<file path="config.mk">
export PLATFORM = sky130hd
export DESIGN_NAME = intr_countdown_timer
export DESIGN_NICKNAME = d
export VERILOG_FILES = /design/src/rtl/tmr_pkg.sv /design/src/rtl/tmr_regs.sv /design/src/rtl/tmr_prescale.sv /design/src/rtl/tmr_count.sv /design/src/rtl/intr_countdown_timer.sv
export SDC_FILE = /design/constraint.sdc
export NUM_CORES = 1
export LEC_CHECK = 0
export BUFFER_PORTS_ARGS = -buffer_cell sky130_fd_sc_hd__clkbuf_2
export CORE_MARGIN = 8
export CORE_UTILIZATION = 55
export CTS_BUF_LIST = sky130_fd_sc_hd__clkbuf_16
export DETAILED_ROUTE_END_ITERATION = 10
export PLACE_DENSITY = 0.88
export SLEW_MARGIN = 20
export SYNTH_ARGS = -nofsm -noshare
export SYNTH_HDL_FRONTEND = slang
export SYNTH_SLANG_ARGS = --single-unit
</file>
<file path="constraint.sdc">
create_clock -name clk -period 4.1 [get_ports clk]
set_input_delay 0.205 -clock clk [delete_from_list [all_inputs] [get_ports clk]]
set_output_delay 0.205 -clock clk [all_outputs]
set_load 0.02 [all_outputs]
</file>
<file path="src/rtl/tmr_pkg.sv">
// Shared constants and types of the countdown timer.
// Assumes an 8-bit vector and a 3-bit divider shift.
package tmr_pkg;
    localparam int VEC_W        = 8;
    localparam int SHIFT_W      = 3;
    localparam int PRE_W        = (1 << SHIFT_W) - 1;
    localparam int MASK_BIT     = 16;
    localparam int PERIODIC_BIT = 17;
    localparam int DIV_HI_BIT   = 3;

    typedef enum logic [1:0] {
        SEL_INIT  = 2'd0,
        SEL_DIV   = 2'd1,
        SEL_ENTRY = 2'd2,
        SEL_NONE  = 2'd3
    } tmr_sel_e;

    typedef struct packed {
        logic             periodic;
        logic             masked;
        logic [VEC_W-1:0] vector;
    } tmr_entry_t;
endpackage

</file>
<file path="src/rtl/tmr_regs.sv">
// Holds the start value, the divider code and the timer entry.
// Decodes the write select. A start-value write also produces a
// one-cycle load strobe for the counter and the prescaler.
// Assumes CNT_W is at least PERIODIC_BIT + 1.
module tmr_regs
    import tmr_pkg::*;
#(
    parameter int CNT_W = 32
) (
    input  logic               clk,
    input  logic               rst_n,
    input  logic               wr_en,
    input  logic [1:0]         wr_sel,
    input  logic [CNT_W-1:0]   wr_data,
    output logic [CNT_W-1:0]   init_q,
    output logic [SHIFT_W-1:0] div_code,
    output tmr_entry_t         entry_q,
    output logic               init_load
);
    tmr_sel_e sel;
    assign sel       = tmr_sel_e'(wr_sel);
    assign init_load = wr_en && (sel == SEL_INIT);

    // Register writes. The entry resets to masked.
    always_ff @(posedge clk) begin
        if (!rst_n) begin
            init_q   <= '0;
            div_code <= '0;
            entry_q  <= '{periodic: 1'b0, masked: 1'b1, vector: '0};
        end else if (wr_en) begin
            case (sel)
                SEL_INIT:  init_q   <= wr_data;
                SEL_DIV:   div_code <= {wr_data[DIV_HI_BIT], wr_data[1:0]};
                SEL_ENTRY: entry_q  <= '{periodic: wr_data[PERIODIC_BIT],
                                         masked:   wr_data[MASK_BIT],
                                         vector:   wr_data[VEC_W-1:0]};
                default:   ;
            endcase
        end
    end
endmodule

</file>
<file path="src/rtl/tmr_prescale.sv">
// Turns the divider code into a power-of-two tick rate.
// shift = (code + 1) mod 8, and a tick fires every 2^shift clocks.
// The phase counter clears on restart. It compares with >=, so a
// smaller divider chosen mid-phase ticks at the next edge.
module tmr_prescale
    import tmr_pkg::*;
(
    input  logic               clk,
    input  logic               rst_n,
    input  logic               restart,
    input  logic [SHIFT_W-1:0] div_code,
    output logic               tick
);
    logic [SHIFT_W-1:0] shift;
    logic [PRE_W-1:0]   lim;
    logic [PRE_W-1:0]   pre_q;

    // The shift wraps, so code 7 becomes divide-by-1.
    assign shift = div_code + SHIFT_W'(1);
    assign lim   = {PRE_W{1'b1}} >> (SHIFT_W'(PRE_W) - shift);
    assign tick  = (pre_q >= lim);

    // Phase counter: clears on restart and after each tick.
    always_ff @(posedge clk) begin
        if (!rst_n || restart) begin
            pre_q <= '0;
        end else if (tick) begin
            pre_q <= '0;
        end else begin
            pre_q <= pre_q + PRE_W'(1);
        end
    end
endmodule

</file>
<file path="src/rtl/tmr_count.sv">
// Down-counter with one-shot or periodic reload and a registered
// expiry request. A load wins over a tick in the same cycle and
// suppresses expiry. The mask blocks only the request.
module tmr_count
    import tmr_pkg::*;
#(
    parameter int CNT_W = 32
) (
    input  logic             clk,
    input  logic             rst_n,
    input  logic             tick,
    input  logic             load,
    input  logic [CNT_W-1:0] load_val,
    input  logic [CNT_W-1:0] init_q,
    input  tmr_entry_t       entry,
    output logic [CNT_W-1:0] count_q,
    output logic             fire_q,
    output logic [VEC_W-1:0] vec_q
);
    logic [CNT_W-1:0] count_d;
    logic             fire_d;

    // Next count and expiry decision.
    always_comb begin
        count_d = count_q;
        fire_d  = 1'b0;
        if (load) begin
            count_d = load_val;
        end else if (tick) begin
            if (count_q != '0) begin
                count_d = count_q - CNT_W'(1);
                fire_d  = !entry.periodic && (count_q == CNT_W'(1));
            end else if (entry.periodic) begin
                count_d = init_q;
                fire_d  = (init_q != '0);
            end
        end
        fire_d = fire_d && !entry.masked;
    end

    // State update; the vector is captured together with the request.
    always_ff @(posedge clk) begin
        if (!rst_n) begin
            count_q <= '0;
            fire_q  <= 1'b0;
            vec_q   <= '0;
        end else begin
            count_q <= count_d;
            fire_q  <= fire_d;
            if (fire_d) begin
                vec_q <= entry.vector;
            end
        end
    end
endmodule

</file>
<file path="src/rtl/intr_countdown_timer.sv">
// Top of the countdown timer: register block, prescaler and counter.
// The request output is a one-cycle pulse with its vector alongside.
module intr_countdown_timer
    import tmr_pkg::*;
#(
    parameter int CNT_W = 32
) (
    input  logic                clk,
    input  logic                rst_n,
    input  logic                wr_en,
    input  logic [1:0]          wr_sel,
    input  logic [CNT_W-1:0]    wr_data,
    output logic [CNT_W-1:0]    cur_count,
    output logic                expire_pulse,
    output logic [VEC_W-1:0]    expire_vector
);
    logic [CNT_W-1:0]   init_q;
    logic [SHIFT_W-1:0] div_code;
    tmr_entry_t         entry_q;
    logic               init_load;
    logic               tick;

    tmr_regs #(.CNT_W(CNT_W)) u_regs (
        .clk       (clk),
        .rst_n     (rst_n),
        .wr_en     (wr_en),
        .wr_sel    (wr_sel),
        .wr_data   (wr_data),
        .init_q    (init_q),
        .div_code  (div_code),
        .entry_q   (entry_q),
        .init_load (init_load)
    );

    tmr_prescale u_pre (
        .clk      (clk),
        .rst_n    (rst_n),
        .restart  (init_load),
        .div_code (div_code),
        .tick     (tick)
    );

    tmr_count #(.CNT_W(CNT_W)) u_cnt (
        .clk      (clk),
        .rst_n    (rst_n),
        .tick     (tick),
        .load     (init_load),
        .load_val (wr_data),
        .init_q   (init_q),
        .entry    (entry_q),
        .count_q  (cur_count),
        .fire_q   (expire_pulse),
        .vec_q    (expire_vector)
    );
endmodule

</file>
Word-level counts from Yosys, hierarchy flattened

Cells that the tools add are included.

Flip-flop bits (word level): 93
Input port bits: 37
Output and inout port bits: 41
Logic and storage cells: 43

$add $sub $neg: 4
Order comparisons: 1
Eq/ne operators: 3
Shift operators: 1
Multiplexer cells: 8
Reductions and logical operators: 17

Operators by type and width:

| kind                                                                    | number |
|---|---|
| 32-bit 2-to-1 mux                                                       | 4 |
| 32-bit nonzero test                                                     | 2 |
| 32-bit by 1-bit equality test with 1-bit output (second input constant) | 1 |
| 32-bit by 1-bit subtractor with 32-bit output (second input constant)   | 1 |
| 2-bit AND reduction                                                     | 4 |
| 7-bit by 1-bit adder with 7-bit output (second input constant)          | 1 |
| 7-bit >= comparator                                                     | 1 |
| 7-bit by 3-bit >> shifter with 7-bit output (first input constant)      | 1 |
| 1-bit 2-to-1 mux                                                        | 4 |
| 3-bit by 1-bit adder with 3-bit output (second input constant)          | 1 |
| 1-bit logical AND                                                       | 3 |
| 1-bit zero test                                                         | 3 |
| 3-bit nonzero test                                                      | 1 |
| 3-bit subtractor (first input constant)                                 | 1 |
| 2-bit by 1-bit equality test with 1-bit output (second input constant)  | 1 |
| 2-bit equality test (second input constant)                             | 1 |
| 2-bit zero test                                                         | 1 |
| 2-bit nonzero test                                                      | 1 |
| 2-bit OR reduction                                                      | 1 |
| 1-bit logical OR                                                        | 1 |

Longest topological paths before layout

Depth after elaboration: 7
Gate-level depth with buffers: 13
Mapped depth without buffers: 11

Modules after synthesis

From an unflattened synthesis, not the netlist that was laid out.

Cell total of the unflattened synthesis: 629
Area, all modules: 5,185.0 µm²

Modules (own cells, without submodules):

| module       | instances | cells an instance | area each (µm²) | seq. area each (µm²) |
|---|---|---|---|---|
| tmr_count    | 1         | 387               | 2,869.0         | 820.8 |
| tmr_regs     | 1         | 185               | 1,810.5         | 900.9 |
| tmr_prescale | 1         | 57                | 505.5           | 140.1 |

Least setup slack after synthesis

OpenSTA, ideal clock, no wires.

Path kind: register to register
From: register u_regs.div_code[0]
To: register u_cnt.vec_q[0]
Library setup time: 0.070 ns
Arrival time: 2.785 ns
Data required time: 4.030 ns
Path slack: 1.245 ns
Cell stages (with the launch flop): 14
Buffers on the path: 2
Period minus slack after synthesis: 2.855 ns
Path through: dfxtp_1 ha_1 inv_1 ha_1 or2_2 ha_1 nand4_1 and3_1 o21a_1 clkbuf_1 nor3_1 clkbuf_1 nand3_1 a21oi_1

Cells in the longest elaborated chain, start to end: 7

RTL lines:

| element                                     | line               | text |
|---|---|---|
| start, declared                             | tmr_regs.sv:16     | `output logic [SHIFT_W-1:0] div_code,` |
| start signal, assigned                      | tmr_regs.sv:33     | `SEL_DIV: div_code <= {wr_data[DIV_HI_BIT], wr_data[1:0]};` |
| 3-bit by 1-bit adder with 3-bit output      | tmr_prescale.sv:19 | `assign shift = div_code + SHIFT_W'(1);` |
| 3-bit subtractor                            | tmr_prescale.sv:20 | `assign lim = {PRE_W{1'b1}} >> (SHIFT_W'(PRE_W) - shift);` |
| 7-bit by 3-bit >> shifter with 7-bit output | tmr_prescale.sv:20 |  |
| 7-bit >= comparator                         | tmr_prescale.sv:21 | `assign tick = (pre_q >= lim);` |
| 1-bit 2-to-1 mux                            | tmr_count.sv:29    | `end else if (tick) begin` |
| 1-bit 2-to-1 mux                            | tmr_count.sv:27    | `if (load) begin` |
| 1-bit logical AND                           | tmr_count.sv:38    | `fire_d = fire_d && !entry.masked;` |
| end signal, assigned                        | tmr_count.sv:51    | `vec_q <= entry.vector;` |
| end, declared                               | tmr_count.sv:18    | `output logic [VEC_W-1:0] vec_q` |

Every way passes these cells.
A chain may end at the register's enable or synchronous reset.

Final worst setup path

From: register u_regs.div_code[1]
To: register u_cnt.count_q[9]

Cells in the longest elaborated chain, start to end: 6

RTL lines:

| element                                     | line               | text |
|---|---|---|
| 3-bit by 1-bit adder with 3-bit output      | tmr_prescale.sv:19 |  |
| 3-bit subtractor                            | tmr_prescale.sv:20 |  |
| 7-bit by 3-bit >> shifter with 7-bit output | tmr_prescale.sv:20 |  |
| 7-bit >= comparator                         | tmr_prescale.sv:21 |  |
| 2-bit nonzero test (no source line)         | -                  |  |
| 2-bit AND reduction (no source line)        | -                  |  |
| end signal, assigned                        | tmr_count.sv:48    | `count_q <= count_d;` |
| end, declared                               | tmr_count.sv:16    | `output logic [CNT_W-1:0] count_q,` |

Every way passes these cells.

==> implementation parameters <==
Parameter                              Value

Drt
  Via count normalized by instance count ... 6.60
  Final WL ... 15,400 um
  Final antenna-violating net count ... 0
  Vias ... 5,317
  Iteration-0 DRC Markers ... 572
  Avg WL per Cell ... 19.1 um
  Residual DRC ... 0
  Number of optimization iterations in the first detailed-route pass ... 6

Floorplan
  Starting density of the core ... 0.566
  Area of the die ... 12,300 um^2
  Core box area ... 8720 um^2
  Num rows ... 34
  Horizontal die dimension ... 111 um
  Number of placed I/O pins ... 78
  Die height ... 111 um

Synth
  Sequential element share of the synthesized area ... 0.377
  Number of instances in the synthesized netlist ... 632
  Syn Area/Cell ... 7.80 um^2
  Post-synthesis cell type with the largest combined area ... dfxtp_1
  Synthesis warning total ... 0
  EDFF count, synth ... 0
  Most common cell in the netlist ... nand2_1
  Number of flip-flops and latches in the synthesized netlist ... 93
  Async set or reset register ratio after synthesis ... 0
  Proportion of netlist area held by the largest area contributor ... 0.377
  Most instantiated flip-flop cell in the synthesis netlist ... dfxtp_1
  Most common library cells after synthesis ... nand2_1, dfxtp_1, a21oi_1
  Post-Synthesis Net Count ... 684
  Distinct cell type count after synthesis ... 61
  Total standard cell area after synthesis ... 4930 um^2
  Top cells by area, synth ... dfxtp_1, nand2_1, a21oi_1

Pwr
  Final Total Pwr ... 0.00452 W
  Sw Pwr ... 0.00220 W
  Share of total power consumed by net switching ... 0.487
  Leakage power ... 2.35 nW
  Sequential share of power ... 0.283
  Total power density per cell area ... 794 nW/um^2
  Peak supply drop ... 0.412 mV
  Total internal power ... 0.00232 W
  Relative contribution of the clock network to total power ... 0.186
  Comb power frac ... 0.531

Clock network
  TritonCTS clock tree ... yes
  Setup bufs post-CTS ... 0
  Maximum level of the CTS H-tree ... 3
  Clock root buffer ... clkbuf_16
  Number of gates resized after CTS ... 0
  Hold-fix buffer count after cts ... 0
  Clock buffer count from CTS ... 9
  TritonCTS sink count ... 93
  Maximum clock insertion buffer count ... 2
  Clock insertion delay at the later pin of the skew report ... 0.35 ns
  Clock slew at reported path FFs ... 0.08 ns

Finish
  Final std cells w/o fill ... 806
  Number of nets in the final layout ... 745
  Layout Area Growth over Synthesis ... 15.3%
  Fin area ... 5690 um^2
  Area occupied by registers ... 1860 um^2
  Multi-input gate area ... 2870 um^2
  Number of antenna diodes ... 0
  Number of filler cells placed in the layout ... 718
  Fraction of final layout cells sized beyond drive strength 1 ... 0.176

Worst setup path
  Worst r2r path cells ... 11
  Critical Path Sink Type ... flop
  Data arrival time at the worst-slack endpoint ... 3.53 ns
  Worst flop-to-flop path endpoint ... u_cnt.count_q[9]$_SDFFE_PN0P_
  CP Data Required Time ... 4.37 ns
  Startpoint of the worst register-to-register path ... u_regs.div_code[1]$_SDFFE_PN0P_
  R2R Setup Slk ... 0.84 ns
  Startpoint type of the worst setup path ... flop
  Critical Path Fanout Max ... 20
  Category of the critical setup timing path ... reg -> reg

Global routing
  Via count of the first global-routing pass ... 5,211
  Combined global-route utilization of all metal layers ... 0.241
  Number of antenna violations at the first check in global routing ... 0
  Global-route wire length before repair ... 25,300 um
  Largest net degree at the start of global routing ... 62
  Total grt overflow ... 0

Hold path
  Count of cells along the worst hold path ... 3
  Worst hold start ... wr_data[12]
  Hold Path Sink ... u_cnt.count_q[12]$_SDFFE_PN0P_
  Worst hold path type ... in -> reg

Timing
  Setup TNS ... 0 ns
  Headroom to the max-slew limit ... 0.216
  Shortest period the worst path allows ... 3.26 ns
  Clock Skews ... 0.0106 ns
  Hold Vio Cnt, Final ... 0
  Slew @ Worst Pin ... 1.17 ns
  Share of the cycle needed by the critical path after routing ... 0.795
  Setup repair after global routing missed its margin ... false
  Setup violators final ... 0
  Fmax achieved ... 307 MHz
  Number of slew-limit violations in the final report ... 0

Place
  Final estimated routing congestion in global placement ... 0.941
  Count of buffers inserted at the top-level ports ... 77
  Placement-stage cell area ... 5390 um^2
  Placed cells ... 790
  HPWL after DPL ... 10,700 um

Flow run
  Max_cap viols ... 0

Outcome
  Result of the run ... finished, final reports clean
## worst max-delay path, cell delays in order, from the launching register on
cell and delay, ns:
dfxtp_1 0.36, ha_1 0.18, inv_1 0.05, ha_1 0.32
or2_2 0.29, ha_1 0.31, nand4_1 0.12, o21ai_0 0.61
nand2_1 0.26, buf_4 0.31, o21a_1 0.21, nor3_1 0.16
## cells by family (layout without fill, tap and decap cells)
family | after synthesis | in the layout | share of synthesized area
compound gates | 175 | 175 | 0.220
xor+xnor | 8 | 8 | 0.0142
fa+ha+maj | 15 | 15 | 0.0381
buf+inv | 53 | 119 | 0.0439
flops | 93 | 93 | 0.377
mux | 18 | 18 | 0.0368
simple gates | 270 | 270 | 0.269
## registers in the layout, indices dropped and copies added, names as in the netlist
signal and count:
u_regs.entry_q 10, u_cnt.count_q 32, u_pre.pre_q 7, u_regs.div_code 3
u_regs.init_q 32, u_cnt.vec_q 8, u_cnt.fire_q 1
## per-stage QoR
| stage | utilization | hold WS, ns | worst slack, ns |
|---|---|---|---|
| global route | 0.652 | 0.0993 | 0.656 |
| floorplan | - | 0.314 | 1.24 |
| global placement | 0.618 | 0.426 | 1.16 |
| finish | 0.652 | 0.0806 | 0.841 |
| detailed placement | 0.618 | 0.435 | 0.991 |
| CTS | 0.652 | 0.0825 | 0.961 |
## worst max-delay path by stage
stage | start | slack [ns] | cells after the start | to
after global placement | u_regs.div_code[1]$_SDFFE_PN0P_ | 1.16 | 11 | u_cnt.count_q[9]$_SDFFE_PN0P_
after detailed placement | u_regs.div_code[1]$_SDFFE_PN0P_ | 0.99 | 11 | u_cnt.count_q[7]$_SDFFE_PN0P_
after floorplan | u_regs.div_code[0]$_SDFFE_PN0P_ | 1.24 | 13 | u_cnt.vec_q[0]$_SDFFE_PN0P_
after CTS | u_regs.div_code[1]$_SDFFE_PN0P_ | 0.96 | 11 | u_cnt.count_q[7]$_SDFFE_PN0P_
after global routing | u_regs.div_code[1]$_SDFFE_PN0P_ | 0.66 | 11 | u_cnt.count_q[9]$_SDFFE_PN0P_
final | u_regs.div_code[1]$_SDFFE_PN0P_ | 0.84 | 11 | u_cnt.count_q[9]$_SDFFE_PN0P_
## metal layers
layer,GRT usage,wire (um)
met5,0,0
met1,0.295,6040
met3,0.0514,1640
met2,0.390,7130
met4,0.122,550
## cell usage in the layout (no fill, tap or decap), types with 4 or more instances in the layout
cell type	n
a211oi_1	6
a21oi_1	65
a2bb2oi_1	11
and3_1	7
buf_4	12
clkbuf_16	9
clkbuf_2	77
dfxtp_1	93
ha_1	15
inv_1	13
inv_6	4
mux2i_1	17
nand2_1	100
nand3_1	23
nand4_1	12
nor2_1	55
nor3_1	15
nor3b_1	4
nor4_1	19
nor4_2	4
o211ai_1	7
o21a_1	4
o21ai_0	19
o21ai_1	26
o22ai_1	5
or2_2	5
or4_1	6
xnor2_1	5
## cell type report
| cell class | instances | share of cell area |
|---|---|---|
| multi-input combinational | 486 | 0.504 |
| sequential | 93 | 0.327 |
| timing repair buffer | 89 | 0.0836 |
| clock buffer | 9 | 0.0396 |
| tap | 108 | 0.0238 |
| clock inverter | 7 | 0.0130 |
| inverter | 14 | 0.00924 |
## power groups by stage
stage	sequential (W)	clock [W]	combinational, W
after CTS	0.00127	0.000845	0.00232
after global placement	0.00128	0	0.00222
after floorplan	0.00137	0	0.00153
final	0.00128	0.000839	0.00240
after detailed placement	0.00128	0	0.00229
after global routing	0.00130	0.000879	0.00257
Note: power is estimated with default switching activity, not from simulation.
